### src/rtl/twi_reg_pkg.sv
`timescale 1ns/1ps
package twi_reg_pkg;

   localparam int BYTE_W = 8;
   localparam int BIT_IDX_W = $clog2(BYTE_W);

   typedef enum logic [3:0] {
      PH_IDLE,
      PH_DEVADR,
      PH_DEVACK,
      PH_PTRRX,
      PH_PTRACK,
      PH_WRRX,
      PH_WRACK,
      PH_RDTX,
      PH_HOSTACK,
      PH_SKIP
   } phase_t;

   typedef struct packed {
      logic scl;
      logic sda;
      logic scl_rise;
      logic scl_fall;
      logic start;
      logic stop;
   } bus_ev_t;

endpackage

### src/rtl/twi_line_sync.sv
`timescale 1ns/1ps
module twi_line_sync
   import twi_reg_pkg::*;
#(
   parameter int SYNC_STAGES = 2
) (
   input  logic    clk_i,
   input  logic    rst_ni,
   input  logic    scl_i,
   input  logic    sda_i,
   output bus_ev_t ev_o
);

   localparam int LAST = SYNC_STAGES - 1;

   if (SYNC_STAGES < 2) begin : g_bad_stages
      $error("twi_line_sync: SYNC_STAGES must be at least 2");
   end

   logic [SYNC_STAGES-1:0] scl_pipe;
   logic [SYNC_STAGES-1:0] sda_pipe;
   logic                   scl_prev;
   logic                   sda_prev;
   logic                   scl_now;
   logic                   sda_now;

   // The bus idles high, so all stages reset to one.
   always_ff @(posedge clk_i or negedge rst_ni) begin
      if (!rst_ni) begin
         scl_pipe <= '1;
         sda_pipe <= '1;
         scl_prev <= 1'b1;
         sda_prev <= 1'b1;
      end else begin
         scl_pipe <= {scl_pipe[SYNC_STAGES-2:0], scl_i};
         sda_pipe <= {sda_pipe[SYNC_STAGES-2:0], sda_i};
         scl_prev <= scl_pipe[LAST];
         sda_prev <= sda_pipe[LAST];
      end
   end

   assign scl_now = scl_pipe[LAST];
   assign sda_now = sda_pipe[LAST];

   always_comb begin
      ev_o.scl      = scl_now;
      ev_o.sda      = sda_now;
      ev_o.scl_rise = scl_now & ~scl_prev;
      ev_o.scl_fall = ~scl_now & scl_prev;
      ev_o.start    = scl_now & scl_prev & sda_prev & ~sda_now;
      ev_o.stop     = scl_now & scl_prev & ~sda_prev & sda_now;
   end

endmodule

### src/rtl/twi_ptr_reg.sv
`timescale 1ns/1ps
module twi_ptr_reg
   import twi_reg_pkg::*;
#(
   parameter int PTR_W = 8
) (
   input  logic              clk_i,
   input  logic              rst_ni,
   input  logic              load_i,
   input  logic [BYTE_W-1:0] load_val_i,
   input  logic              inc_i,
   output logic [PTR_W-1:0]  ptr_o
);

   if (PTR_W < 1 || PTR_W > BYTE_W) begin : g_bad_width
      $error("twi_ptr_reg: PTR_W must lie between 1 and 8");
   end

   logic [PTR_W-1:0] ptr_q;
   logic [PTR_W-1:0] load_slice;

   if (PTR_W == BYTE_W) begin : g_full
      assign load_slice = load_val_i;
   end else begin : g_narrow
      assign load_slice = load_val_i[PTR_W-1:0];
   end

   always_ff @(posedge clk_i or negedge rst_ni) begin
      if (!rst_ni) begin
         ptr_q <= '0;
      end else if (load_i) begin
         ptr_q <= load_slice;
      end else if (inc_i) begin
         ptr_q <= ptr_q + PTR_W'(1);
      end
   end

   assign ptr_o = ptr_q;


   ptr_step_chk: assert property (@(posedge clk_i) disable iff (!rst_ni)
      !$stable(ptr_q) |-> ($past(load_i) || ptr_q == $past(ptr_q) + PTR_W'(1)));

endmodule

### src/rtl/twi_byte_seq.sv
`timescale 1ns/1ps
module twi_byte_seq
   import twi_reg_pkg::*;
#(
   parameter logic [6:0] DEV_ADDR = 7'h2C
) (
   input  logic              clk_i,
   input  logic              rst_ni,
   input  bus_ev_t           ev_i,
   input  logic [BYTE_W-1:0] rdata_i,
   output logic              ptr_load_o,
   output logic [BYTE_W-1:0] ptr_val_o,
   output logic              ptr_inc_o,
   output logic              we_o,
   output logic [BYTE_W-1:0] wdata_o,
   output logic              sda_oe_o
);

   localparam logic [BIT_IDX_W-1:0] LAST_BIT = BIT_IDX_W'(BYTE_W - 1);

   phase_t               phase_q;
   logic [BIT_IDX_W-1:0] bit_q;
   logic [BYTE_W-1:0]    rx_q;
   logic [BYTE_W-1:0]    tx_q;
   logic [BYTE_W-1:0]    rx_byte;
   logic                 drive_q;
   logic                 rnw_q;
   logic                 we_q;
   logic                 ld_q;
   logic                 inc_q;
   logic [BYTE_W-1:0]    wdata_q;
   logic [BYTE_W-1:0]    ldval_q;

   assign rx_byte = {rx_q[BYTE_W-2:0], ev_i.sda};

   always_ff @(posedge clk_i or negedge rst_ni) begin
      if (!rst_ni) begin
         phase_q <= PH_IDLE;
         bit_q   <= '0;
         rx_q    <= '0;
         tx_q    <= '1;
         drive_q <= 1'b0;
         rnw_q   <= 1'b0;
         we_q    <= 1'b0;
         ld_q    <= 1'b0;
         inc_q   <= 1'b0;
         wdata_q <= '0;
         ldval_q <= '0;
      end else begin
         we_q  <= 1'b0;
         ld_q  <= 1'b0;
         inc_q <= 1'b0;
         if (ev_i.stop) begin
            phase_q <= PH_IDLE;
            drive_q <= 1'b0;
         end else if (ev_i.start) begin
            phase_q <= PH_DEVADR;
            bit_q   <= '0;
            drive_q <= 1'b0;
         end else if (ev_i.scl_rise) begin
            unique case (phase_q)
               PH_DEVADR, PH_PTRRX, PH_WRRX: begin
                  rx_q  <= rx_byte;
                  bit_q <= bit_q + BIT_IDX_W'(1);
                  if (bit_q == LAST_BIT) begin
                     if (phase_q == PH_DEVADR) begin
                        if (rx_byte[BYTE_W-1:1] == DEV_ADDR) begin
                           phase_q <= PH_DEVACK;
                           rnw_q   <= rx_byte[0];
                        end else begin
                           phase_q <= PH_SKIP;
                        end
                     end else if (phase_q == PH_PTRRX) begin
                        ld_q    <= 1'b1;
                        ldval_q <= rx_byte;
                        phase_q <= PH_PTRACK;
                     end else begin
                        we_q    <= 1'b1;
                        wdata_q <= rx_byte;
                        phase_q <= PH_WRACK;
                     end
                  end
               end
               PH_HOSTACK: begin
                  if (!ev_i.sda) begin
                     inc_q <= 1'b1;
                  end else begin
                     phase_q <= PH_SKIP;
                  end
               end
               default: ;
            endcase
         end else if (ev_i.scl_fall) begin
            unique case (phase_q)
               PH_DEVACK, PH_PTRACK, PH_WRACK: begin
                  if (!drive_q) begin
                     drive_q <= 1'b1;
                  end else begin
                     drive_q <= 1'b0;
                     bit_q   <= '0;
                     if (phase_q == PH_DEVACK) begin
                        if (rnw_q) begin
                           phase_q <= PH_RDTX;
                           tx_q    <= rdata_i;
                        end else begin
                           phase_q <= PH_PTRRX;
                        end
                     end else begin
                        phase_q <= PH_WRRX;
                        inc_q   <= (phase_q == PH_WRACK);
                     end
                  end
               end
               PH_RDTX: begin
                  tx_q  <= {tx_q[BYTE_W-2:0], 1'b1};
                  bit_q <= bit_q + BIT_IDX_W'(1);
                  if (bit_q == LAST_BIT) begin
                     phase_q <= PH_HOSTACK;
                  end
               end
               PH_HOSTACK: begin
                  phase_q <= PH_RDTX;
                  tx_q    <= rdata_i;
                  bit_q   <= '0;
               end
               default: ;
            endcase
         end
      end
   end

   assign sda_oe_o   = drive_q | ((phase_q == PH_RDTX) & ~tx_q[BYTE_W-1]);
   assign we_o       = we_q;
   assign wdata_o    = wdata_q;
   assign ptr_load_o = ld_q;
   assign ptr_val_o  = ldval_q;
   assign ptr_inc_o  = inc_q;


   oe_scl_low_chk: assert property (@(posedge clk_i) disable iff (!rst_ni)
      !$stable(sda_oe_o) |-> !ev_i.scl);


   skip_quiet_chk: assert property (@(posedge clk_i) disable iff (!rst_ni)
      (phase_q == PH_SKIP) |-> !sda_oe_o);


   restart_chk: assert property (@(posedge clk_i) disable iff (!rst_ni)
      ev_i.start |=> (phase_q == PH_DEVADR && bit_q == '0));


   stop_idle_chk: assert property (@(posedge clk_i) disable iff (!rst_ni)
      ev_i.stop |=> (phase_q == PH_IDLE && !sda_oe_o));


   we_pulse_chk: assert property (@(posedge clk_i) disable iff (!rst_ni)
      we_o |=> !we_o);

endmodule

### src/rtl/twi_reg_target.sv
`timescale 1ns/1ps
module twi_reg_target
   import twi_reg_pkg::*;
#(
   parameter logic [6:0] DEV_ADDR    = 7'h2C,
   parameter int         SYNC_STAGES = 2,
   parameter int         PTR_W       = 8
) (
   input  logic             clk_i,
   input  logic             rst_ni,
   input  logic             scl_i,
   input  logic             sda_i,
   output logic             sda_oe_o,
   output logic [PTR_W-1:0] reg_addr_o,
   output logic [7:0]       reg_wdata_o,
   output logic             reg_we_o,
   input  logic [7:0]       reg_rdata_i
);

   bus_ev_t           ev;
   logic              ptr_load;
   logic [BYTE_W-1:0] ptr_val;
   logic              ptr_inc;

   twi_line_sync #(
      .SYNC_STAGES(SYNC_STAGES)
   ) u_line (
      .clk_i (clk_i),
      .rst_ni(rst_ni),
      .scl_i (scl_i),
      .sda_i (sda_i),
      .ev_o  (ev)
   );

   twi_byte_seq #(
      .DEV_ADDR(DEV_ADDR)
   ) u_seq (
      .clk_i     (clk_i),
      .rst_ni    (rst_ni),
      .ev_i      (ev),
      .rdata_i   (reg_rdata_i),
      .ptr_load_o(ptr_load),
      .ptr_val_o (ptr_val),
      .ptr_inc_o (ptr_inc),
      .we_o      (reg_we_o),
      .wdata_o   (reg_wdata_o),
      .sda_oe_o  (sda_oe_o)
   );

   twi_ptr_reg #(
      .PTR_W(PTR_W)
   ) u_ptr (
      .clk_i     (clk_i),
      .rst_ni    (rst_ni),
      .load_i    (ptr_load),
      .load_val_i(ptr_val),
      .inc_i     (ptr_inc),
      .ptr_o     (reg_addr_o)
   );

endmodule

### config.mk
export PLATFORM = sky130hd
export DESIGN_NAME = twi_reg_target
export DESIGN_NICKNAME = d
export VERILOG_FILES = /design/src/rtl/twi_reg_pkg.sv /design/src/rtl/twi_line_sync.sv /design/src/rtl/twi_ptr_reg.sv /design/src/rtl/twi_byte_seq.sv /design/src/rtl/twi_reg_target.sv
export SDC_FILE = /design/constraint.sdc
export NUM_CORES = 1
export LEC_CHECK = 0
export BUFFER_PORTS_ARGS = -buffer_cell sky130_fd_sc_hd__buf_2
export CORE_MARGIN = 5
export CORE_UTILIZATION = 40
export DETAILED_ROUTE_END_ITERATION = 16
export GPL_TIMING_DRIVEN = 1
export PLACE_DENSITY = 0.61
export REMOVE_ABC_BUFFERS = 1
export SETUP_SLACK_MARGIN = 0.4
export SYNTH_ARGS = -nofsm -noshare
export SYNTH_HDL_FRONTEND = slang
export SYNTH_SLANG_ARGS = --single-unit
export TNS_END_PERCENT = 50
### constraint.sdc
create_clock -name clk_i -period 4.9 [get_ports clk_i]
set_input_delay 0.49 -clock clk_i [delete_from_list [all_inputs] [get_ports clk_i]]
set_output_delay 0.49 -clock clk_i [all_outputs]
set_load 0.01 [all_outputs]
==> run summary, run 1 <==
### Timing
- 413.6 MHz — top achievable clock speed
- 51.84% — Relative slew margins
- 0 — final hold vios
- 2482 ps — post-route worst setup slack
- 0 — final number of max-transition violations
- 49.34% — final worst-path cycle share
- 9.637 ps — Post-Route Skew
- 722.4 ps — slew of the pin with the lowest slew margin
- 0 ps — Fin Setup TNS
- 0 — count of final setup violators
- 2418 ps — clock period minus worst slack
- false — unrepaired setup endpoints after global routing

### Global route
- 13.29% — GR Util All Layers
- 1,842 — vias in the first global route
- 8.949 mm — wire length of the first global-routing pass
- 0 — initial antenna violation count
- 58 — maximum number of pins on one net before global-route repair
- 0 — aggregate global routing overflow

### Logic synthesis
- dfrtp_1 39%, dfstp_2 13%, mux2_2 9.7% — cell types occupying the most area after synthesis
- 0 — Yosys warnings
- 52 — number of distinct library cell variants in the gate-level netlist after synthesis
- dfrtp_1 — Primary FF master, synth
- dfrtp_1 — top cell type by total area after synthesis
- 0 — number of flops mapped to enable cells by yosys
- 57 — number of register bits inferred by synthesis
- 52.05% — part of the Yosys area used for sequential elements
- 238 — Post-Syn Instances
- 38.79% — Yosys top cell area share
- 100.0% — asr flop ratio synth
- 11.66 um^2 — average size of a mapped cell
- 2774 um^2 — summed instance area of the synthesized netlist

### Drt
- 0 — antenna-violating nets left
- 4 — count of TritonRoute iterations in the first routing pass
- 1,836 — vias
- 5.248 mm — Final Routed Wirelength
- 0 — Remaining DRCs
- 14.87 um — drt wl/cell
- 5.201 — detailed-route vias per instance
- 128 — Iteration-0 DRC Markers

### Die
- 93.28 um — Die X
- 93.28 um — die boundary height
- 30 — row count
- 8700 um^2 — area of the die
- 30 — num ports
- 6756 um^2 — core region area
- 41.06% — effective utilization at floorplan

### Placed design
- 0.8637 — global placer's final weighted congestion
- 337 — cell total after placement
- 3.609 mm — detailed-placement wirelength estimate
- 29 — number of buffers added on ports
- 2669 ps — worst slack at placement

### Worst setup path
- register — Critical Path Source Type
- u_seq.phase_q[0] — FF-to-FF End
- 4410 ps — data required time at the worst endpoint
- 6 — worst-case reg-to-reg path depth
- u_seq.phase_q[3] — CP startpoint
- 2630 ps — setup slack, reg-to-reg
- 1930 ps — crit path DAT
- sda_oe_o — end point of the critical path
- register to primary output — start-to-end type of the worst setup path
- primary output — endpoint class of the critical path
- u_seq.phase_q[0] — FF-to-FF Start
- 12 — critical-path maximum fanout

### Clock network
- 0 — post-CTS setup buffer count
- clkbuf_8 — clock root cell
- 57 — total number of clock tree sinks
- 340 ps — later-pin clock latency in the skew report
- 2 — clock buffer depth
- 0 — Post-CTS Hold Buffers
- 3 — number of levels the H-tree was split into
- 0 — count of cells resized by post-cts repair
- 9 — TritonCTS buffer count
- 60 ps — clock slew at the register clock pins of the worst setup and hold paths
- done — CTS tree

### Cells and area
- 286 — Final Net Count
- 35.16% — layout cell share with drive strength beyond 1
- 353 — Finished Layout Cells
- 643 — fill cell instance count of the final layout
- 14.34% — area added between synthesis and finish
- 0 — total inserted antenna cells

### Pwr
- 475.5 nW/um^2 — Power per Cell Area
- 0.001048 W — internal power
- 46.6% — share of power burned in registers
- 30.49% — net switching fraction of the power
- 0.0004598 W — switching power total
- 21.4% — combinational share of power
- 1.561 nW — leakage power of the design
- 32.0% — portion of total power attributed to the clock network
- 0.1443 mV — largest voltage drop on the vdd net

### Run
- 0 — number of violations of the max-capacitance limit

### Status
- finished, final reports clean — outcome

### Worst hold path
- input pin to register — Worst Hold Class

area by class of cell:
cell class / count / area [um^2] / share of cell area [%]
flip-flops and latches: 57 / 1444 / 45.52
multi-input cells: 164 / 1229 / 38.74
repair buffers: 31 / 160.2 / 5.049
clock buffers: 11 / 141.4 / 4.458
well taps: 80 / 100.1 / 3.156
clock inverters: 5 / 78.83 / 2.485
inverters: 5 / 18.77 / 0.5917
cells by family (layout without fill, tap and decap cells):
family,Yosys count,after routing,share of synthesized area [%]
fa+ha+maj,6,6,2.706
mux,37,37,14.84
flops,57,57,52.05
xor+xnor,10,10,3.158
simple gates,73,73,14.39
buf+inv,17,52,3.654
compound gates,38,38,9.203
synth_stat cells (2+ instances only):
library cell  count
nor2b_1           2
dfstp_2          14
nand4_1           5
a21oi_1           6
dfrtp_1          43
clkbuf_1          2
nand2_1          28
nand3_1           2
xnor2_1           3
and3_1            2
nor3_1            3
mux2_2           24
buf_2             6
or4b_4            2
nor3b_1           2
mux2i_1          10
mux2_4            2
o21ai_2           2
nand2b_1          4
xor2_1            7
and2_1            2
nor2_2            2
nor4_1            2
buf_6             4
inv_1             5
nor2_1            9
ha_1              6
o21ai_0          10
o21ai_1           6
stage by stage:
stage | utilization [%] | hold WS, ps | cell area [um^2] | total power (W)
after global routing | 46.94 | 237.7 | 3172 | 0.001602
after floorplan | - | 194.4 | 2691 | 0.0009318
after detailed placement | 43.69 | 349.1 | 2952 | 0.001036
after global placement | 43.69 | 345.8 | 2952 | 0.001026
final | 46.94 | 257.3 | 3172 | 0.001508
after CTS | 46.94 | 239.1 | 3172 | 0.001530
power groups by stage:
| stage | Combinational, W | Clock, W | Sequential [W] |
|---|---|---|---|
| after floorplan | 0.000259 | 0 | 0.000673 |
| after detailed placement | 0.000326 | 0 | 0.000711 |
| final | 0.000323 | 0.000482 | 0.000703 |
| after global routing | 0.000361 | 0.000519 | 0.000723 |
| after global placement | 0.000320 | 0 | 0.000706 |
| after CTS | 0.000327 | 0.000500 | 0.000703 |
how the worst min path moves through the flow:
stage | depth (start not counted) | start | end
3_3_place_gp | 0 | u_line.sda_pipe[0] | u_line.sda_pipe[1]
2_1_floorplan | 0 | rst_ni | u_ptr.ptr_o[0]
4_1_cts | 1 | scl_i | u_line.scl_pipe[0]
6_report | 1 | scl_i | u_line.scl_pipe[0]
5_1_grt | 1 | sda_i | u_line.sda_pipe[0]
3_5_place_dp | 0 | u_line.scl_pipe[0] | u_line.scl_pipe[1]
registers in the layout, summed over array words and instances (netlist names), 2 cells and up:
signal           cells
u_seq.bit_q          3
u_seq.wdata_o        8
u_seq.ptr_val_o      8
u_ptr.ptr_o          8
u_line.scl_pipe      2
u_seq.tx_q           8
u_seq.rx_q           7
u_line.sda_pipe      2
u_seq.phase_q        4
cell usage in the layout (no fill, tap or decap), drive strengths merged, types with 6 or more instances in the layout:
| cell | n |
|---|---|
| dfrtp | 43 |
| buf | 31 |
| nand2 | 29 |
| mux2 | 27 |
| o21ai | 18 |
| dfstp | 14 |
| nor2 | 12 |
| clkbuf | 11 |
| mux2i | 10 |
| xor2 | 7 |
| a21oi | 6 |
| ha | 6 |
routing by layer:
metal / vias up / track usage (%) / wire length [um]
met5: - / 0 / 0
met4: 0 / 7.814 / 143
met3: 15 / 3.620 / 247
met2: 49 / 19.18 / 2364
met1: 863 / 17.73 / 2492
li1: 909 / - / -
worst max-delay path, cell delays in order, from the launching register on:
cell and delay [ps]:
dfrtp_1 500, and2b_1 340, nand2_1 350, o21bai_1 240
buf_2 150
(Power assumes the default switching activity.)
==> run 2, diff against run 1 <==
Settings changed: ABC_AREA set to 1, PLACE_DENSITY 0.61 to 0.63.
Clock period 4.9 ns to 2 ns, I/O delays scaled along.
==> run 2 against run 1 <==
  * Sequential share of layout area fell by 6.9 points
  * Register-to-register slack got worse by 2300 ps
  * First-iteration DRC count rose by 26%
  * Highest routed layer unchanged
  * Critical endpoint is now u_seq.phase_q[0]
  * Final cell count rose by 47%
  * Power increased to 2.6 times the previous value
==> run summary, run 2 <==
### Die
- 7176 um^2 — core region area, +6.2%
- 30 — num ports, unchanged
- 95.37 um — Die X, +2.2%
- 9095 um^2 — area of the die, +4.5%
- 31 — row count, +3.3%
- 40.63% — effective utilization at floorplan, -0.43 points
- 95.37 um — die boundary height, +2.2%

### Cells and area
- 670 — fill cell instance count of the final layout, +4.2%
- 0 — total inserted antenna cells, unchanged
- 519 — Finished Layout Cells, +47%
- 116 x nand2_1, 40 x dfrtp_1, 29 x inv_1, 29 x buf_2, 24 x nor2_1 — top library cells by usage in the layout, fill and taps aside
- nand2_1 — leading cell type in the layout, fill and taps excluded
- 28.58% — area added between synthesis and finish
- 32.86% — layout cell share with drive strength beyond 1, -2.3 points
- 433 — Final Net Count, +51%

### Clock network
- 2 — clock buffer depth, unchanged
- 330 ps — later-pin clock latency in the skew report, about the same
- done — CTS tree
- 9 — TritonCTS buffer count, unchanged
- 3 — number of levels the H-tree was split into, unchanged
- 60 ps — clock slew at the register clock pins of the worst setup and hold paths, about the same
- clkbuf_8 — clock root cell
- 57 — total number of clock tree sinks, unchanged

### Drt
- 0 — Remaining DRCs, unchanged
- 4 — count of TritonRoute iterations in the first routing pass, unchanged
- 2,434 — vias, +33%
- 12.08 um — drt wl/cell, -19%
- 0 — antenna-violating nets left, unchanged
- 4.690 — detailed-route vias per instance, -9.8%
- 161 — Iteration-0 DRC Markers, +26%
- 6.271 mm — Final Routed Wirelength, +19%

### Placed design
- 150.4 ps — worst slack at placement, -2518 ps
- 486 — cell total after placement, +44%
- 0.9181 — global placer's final weighted congestion, +6.3%
- 29 — number of buffers added on ports, unchanged
- 4.276 mm — detailed-placement wirelength estimate, +18%

### Timing
- 295.0 ps — post-route worst setup slack, -2187 ps
- 66.95% — Relative slew margins, +15 points
- 85.25% — final worst-path cycle share
- 0 — final number of max-transition violations, unchanged
- 10.19 ps — Post-Route Skew, +0.5540 ps
- true — unrepaired setup endpoints after global routing
- 495.7 ps — slew of the pin with the lowest slew margin, -226.7 ps
- 0 ps — Fin Setup TNS, unchanged
- 0 — final hold vios, unchanged
- 141.3 ps — minimum hold slack, -116.0 ps
- 0 — count of final setup violators, unchanged
- 1705 ps — clock period minus worst slack
- 586.5 MHz — top achievable clock speed

### Global route
- 2,361 — vias in the first global route, +28%
- 38 — maximum number of pins on one net before global-route repair, -34%
- 22.45% — met2 demand-to-capacity share in global routing, +3.3 points
- met2 — busiest layer in global routing
- 0 — initial antenna violation count, unchanged
- 14.55% — GR Util All Layers, +1.3 points
- 19.31% — met1 track demand over resource, +1.6 points
- 3.078% — global-route met3 utilization, -0.54 points
- 10.33 mm — wire length of the first global-routing pass, +15%
- 0 — aggregate global routing overflow, unchanged

### Worst setup path
- 5 — critical-path maximum fanout, -7
- register to register — start-to-end type of the worst setup path
- register — endpoint class of the critical path
- register — Critical Path Source Type
- 1920 ps — crit path DAT, about the same
- 2210 ps — data required time at the worst endpoint, -2200 ps

### Pwr
- 1.863 nW — leakage power of the design, +19%
- 1046 nW/um^2 — Power per Cell Area, +120%
- 0.6276 mV — largest voltage drop on the vdd net, +330%

### Logic synthesis
- dfrtp_1 37%, nand2_1 16%, dfstp_2 13% — cell types occupying the most area after synthesis
- 0 — number of flops mapped to enable cells by yosys, unchanged
- 2915 um^2 — summed instance area of the synthesized netlist, +5.1%
- dfrtp_1 — Primary FF master, synth
- 57 — number of register bits inferred by synthesis, unchanged
- 0 — Yosys warnings, unchanged
- 49.53% — part of the Yosys area used for sequential elements, -2.5 points
- dfrtp_1 — top cell type by total area after synthesis
- 8.143 um^2 — average size of a mapped cell, -30%
- nand2_1 — cell with the most instances after synthesis
- 128 x nand2_1, 43 x dfrtp_1, 34 x inv_1, 30 x nor2_1, 25 x nand3_1 — most used standard cells in the synthesized netlist
- 358 — Post-Syn Instances, +50%
- 100.0% — asr flop ratio synth, unchanged
- 36.91% — Yosys top cell area share, -1.9 points
- 32 — number of distinct library cell variants in the gate-level netlist after synthesis, -38%

### Worst hold path
- input pin to register — Worst Hold Class

### Run
- 0 — number of violations of the max-capacitance limit, unchanged

### Status
- finished, final reports clean — outcome

run 2: cell types whose count changed after synthesis, moves of 6 or more:
cell     previous run  this run
o21ai_0            10        19
nand2_1            28       128
inv_1               5        34
nor2_1              9        30
mux2_2             24         0
nand3_1             2        25
o21ai_2             2         8
mux2i_1            10         0
o21ai_1             6         0
run 2: timing repair:
item,4_1_cts,5_1_grt
hold buffers,3,0
pin swaps,6,13
setup buffers,8,4
endpoints found under the hold margin,8,0
setup endpoints to repair,35,36
gates resized for setup,25,25
gates cloned,0,2
run 2: through the flow:
| step | power [W] | area, um^2 | util [%] |
|---|---|---|---|
| 2_1_floorplan | 0.002316 | 2860 | - |
| 3_3_place_gp | 0.002587 | 3207 | 44.69 |
| 3_5_place_dp | 0.002608 | 3207 | 44.69 |
| 4_1_cts | 0.003857 | 3591 | 50.04 |
| 5_1_grt | 0.004200 | 3749 | 52.24 |
| 6_report | 0.003921 | 3749 | 52.24 |
run 2: per-layer routing:
metal	routed length, um	up-vias
met5	0	-
met4	142	0
met3	257	15
met2	2916	54
met1	2954	1122
li1	-	1243
run 2: worst max-delay path, cell delays in order (launching register included):
cell and delay, ps:
dfstp_2 530, buf_6 100, ha_4 160, nand3_4 130, nand2_4 90, nor2_1 40
nor2_1 140, nand2_1 70, nor2_1 90, nand2_1 110, nand2_1 80, nand2_1 50
run 2: final cells by class:
type	instances	area [um^2]	area share, %
clock buffer	11	131.4	3.505
tap	99	123.9	3.304
inverter	39	155.1	4.139
sequential	57	1448	38.62
clock inverter	5	80.08	2.136
timing repair buffer	53	400.4	10.68
multi-input combinational	255	1410	37.62
run 2: logic make-up (layout without fill, tap and decap cells):
group                    count (synthesis)  in the layout  synth area share, %
AND/OR/NAND/NOR                        203            203                30.43
flip-flops                              57             57                49.53
buffers and inverters                   46            108                6.952
XOR/XNOR                                 6              6                1.803
adder cells (fa/ha/maj)                  6              6                2.575
AO/OA/AOI/OAI                           40             40                8.713
run 2: final timing paths:
kind                                          from  cells past startpoint                  to  slack, ps
worst min register to register  u_line.scl_pipe[0]                      0  u_line.scl_pipe[1]        360
min in group asynchronous                   rst_ni                      2    u_seq.wdata_o[3]        360
max in group asynchronous                   rst_ni                      3    u_seq.phase_q[2]       1060
worst max-delay path               u_line.scl_prev                     11    u_seq.phase_q[0]        290
worst min-delay path                reg_rdata_i[0]                      3       u_seq.tx_q[0]        140
worst max register to register     u_line.scl_prev                     11    u_seq.phase_q[0]        290
run 2: power breakdown:
group / switching [W] / internal [W] / total (W)
Sequential: 0.000178 / 0.00143 / 0.00161
Combinational: 0.000743 / 0.000414 / 0.00116
Clock: 0.000452 / 0.000700 / 0.00115
Total: 0.00137 / 0.00255 / 0.00392
==> run 3, diff against run 2 <==
Settings changed: CORE_ASPECT_RATIO set to 0.7, GPL_ROUTABILITY_DRIVEN set to 0.
==> run 3 against run 2 <==
  * First-iteration DRC count decreased by 27%
  * Utilization decreased by 0.36 points
  * Fmax decreased by 2.8%
  * Clock skew decreased by 4.2 ps
  * Highest routed layer unchanged
==> run summary, run 3 (synthesis results as in run 2) <==
### Timing
- 0 ps — Fin Setup TNS, unchanged
- 69.79% — Relative slew margins, +2.8 points
- true — unrepaired setup endpoints after global routing
- 0 — count of final setup violators, unchanged
- 1754 ps — clock period minus worst slack, +49.23 ps
- 451.4 ps — slew of the pin with the lowest slew margin, -44.31 ps
- 5.996 ps — Post-Route Skew, -4.195 ps
- 0 — final hold vios, unchanged
- 570.0 MHz — top achievable clock speed, -2.8%
- 0 — final number of max-transition violations, unchanged
- 245.7 ps — post-route worst setup slack, -49.23 ps
- 87.71% — final worst-path cycle share, +2.5 points

### Drt
- 6.607 mm — Final Routed Wirelength, +5.4%
- 118 — Iteration-0 DRC Markers, -27%
- 2,483 — vias, +2.0%
- 12.71 um — drt wl/cell, +5.2%
- 0 — antenna-violating nets left, unchanged
- 4.775 — detailed-route vias per instance, +1.8%
- 4 — count of TritonRoute iterations in the first routing pass, unchanged
- 0 — Remaining DRCs, unchanged

### Worst setup path
- dfstp_2 — slowest cell on the critical path
- 2 — Worst Path Buf+Inv, +1
- flip-flops — Top Family by Delay on Critical Path
- nand2_4 — crit-path most repeated cell
- 6 — critical-path maximum fanout, +1
- 9 — worst-case reg-to-reg path depth, -2
- register — endpoint class of the critical path
- register — Critical Path Source Type
- 580 ps — worst stage delay on the critical path, +50 ps
- buf_4, ha_4, nand2_4, nor2_8, nand2_4, or2_4, buf_8, nand2_2, o21ai_2 — ordered list of cells on the worst path
- 1980 ps — crit path DAT, +60 ps
- u_line.scl_pipe[1] — CP startpoint
- u_line.scl_pipe[1] — FF-to-FF Start
- register to register — start-to-end type of the worst setup path
- 9 — cell count along the critical path, -2
- 2220 ps — data required time at the worst endpoint, about the same

### Status
- finished, final reports clean — outcome

### Global route
- 58 — maximum number of pins on one net before global-route repair, +53%
- 0 — initial antenna violation count, unchanged
- 2,506 — vias in the first global route, +6.1%
- 15.94% — GR Util All Layers, +1.4 points
- 0 — aggregate global routing overflow, unchanged
- 11.63 mm — wire length of the first global-routing pass, +13%

### Placed design
- 133.7 ps — worst slack at placement, -16.74 ps
- 29 — number of buffers added on ports, unchanged
- 4.462 mm — detailed-placement wirelength estimate, +4.4%

### Die
- 26 — row count, -16%
- 30 — num ports, unchanged
- 81.43 um — die boundary height, -15%
- 112.0 um — Die X, +17%
- 40.55% — effective utilization at floorplan, -0.078 points
- 7189 um^2 — core region area, +0.19%
- 9123 um^2 — area of the die, +0.30%

### Clock network
- 340 ps — later-pin clock latency in the skew report, about the same
- 9 — TritonCTS buffer count, unchanged
- clkbuf_8 — clock root cell
- 2 — clock buffer depth, unchanged
- done — CTS tree
- 70 ps — clock slew at the register clock pins of the worst setup and hold paths, about the same
- 57 — total number of clock tree sinks, unchanged
- 3 — number of levels the H-tree was split into, unchanged

### Worst hold path
- reg_rdata_i[0] — source of the worst hold timing path
- input pin to register — Worst Hold Class
- 3 — Worst Hold Depth, unchanged

### Cells and area
- 670 — fill cell instance count of the final layout, unchanged
- 34.83% — layout cell share with drive strength beyond 1, +2.0 points
- 27.94% — area added between synthesis and finish
- 435 — Final Net Count, +0.46%
- 0 — total inserted antenna cells, unchanged
- 109 x nand2_1, 40 x dfrtp_1, 31 x inv_1, 29 x buf_2, 24 x nand3_1 — top library cells by usage in the layout, fill and taps aside
- nand2_1 — leading cell type in the layout, fill and taps excluded

### Pwr
- 0.003767 W — total power, -3.9%
- 1.855 nW — leakage power of the design, -0.47%
- 0.4070 mV — largest voltage drop on the vdd net, -35%
- 1010 nW/um^2 — Power per Cell Area, -3.4%

### Run
- 0 — number of violations of the max-capacitance limit, unchanged

-- run 3: cell count changes in the layout (fill, tap and decap cells not counted), sizes merged --
cell | before | now
buf | 48 | 52
clkbuf | 13 | 10
clkinv | 2 | 4
inv | 38 | 39
bufinv | 2 | 0
-- run 3: timing repair --
item,in CTS,in global routing
cloned,1,2
resized for setup,37,24
hold buffers,3,0
setup endpoints to repair,42,42
buffers inserted,9,3
hold endpoints to repair,45,0
pin swaps,20,6
-- run 3: worst paths after layout --
| kind | to | slack (ps) |
|---|---|---|
| max | u_seq.wdata_o[0] | 250 |
| min | u_seq.tx_q[0] | 130 |
| max reg2reg | u_seq.wdata_o[0] | 250 |
| min reg2reg | u_line.sda_pipe[1] | 360 |
| max in group asynchronous | u_seq.tx_q[5] | 1310 |
| min in group asynchronous | u_seq.wdata_o[4] | 390 |
-- run 3: report_power, final --
| group | switching, W | internal, W |
|---|---|---|
| registers | 0.000173 | 0.00143 |
| logic | 0.000758 | 0.000435 |
| clock network | 0.000485 | 0.000484 |
| total | 0.00142 | 0.00235 |
-- run 3: metal layers --
metal  vias up  global-route usage (%)  routed length [um]
met4         0                   5.402                  61
met5         -                       0                   0
li1       1256                       -                   -
met1      1163                   21.88                3307
met2        56                   24.10                2921
met3         8                   5.007                 317
-- run 3: stage by stage --
step | utilization [%] | hold slack (ps) | cell area (um^2) | cells
after floorplan | - | -95.59 | 2860 | 351
after global placement | 44.52 | 224.5 | 3201 | 486
after global routing | 51.88 | 125.9 | 3730 | 520
after CTS | 50.42 | 120.9 | 3625 | 515
after detailed placement | 44.52 | 226.4 | 3201 | 486
final | 51.88 | 131.6 | 3730 | 520
-- run 3: cell type report --
| type | instances | area, um^2 | area share (%) |
|---|---|---|---|
| clock buffers | 10 | 137.6 | 3.690 |
| inverters | 39 | 157.7 | 4.227 |
| repair buffers | 55 | 402.9 | 10.80 |
| clock inverters | 6 | 42.54 | 1.141 |
| multi-input cells | 255 | 1419 | 38.04 |
| flip-flops and latches | 57 | 1448 | 38.81 |
| well taps | 98 | 122.6 | 3.287 |
-- run 3: worst reg2reg max path: cells and delay by family (launching register included) --
| kind | cells | cell delay (ps) |
|---|---|---|
| AO/OA/AOI/OAI | 1 | 50 |
| adder cells (fa/ha/maj) | 1 | 160 |
| buffers and inverters | 2 | 280 |
| flip-flops | 1 | 580 |
| AND/OR/NAND/NOR | 5 | 580 |
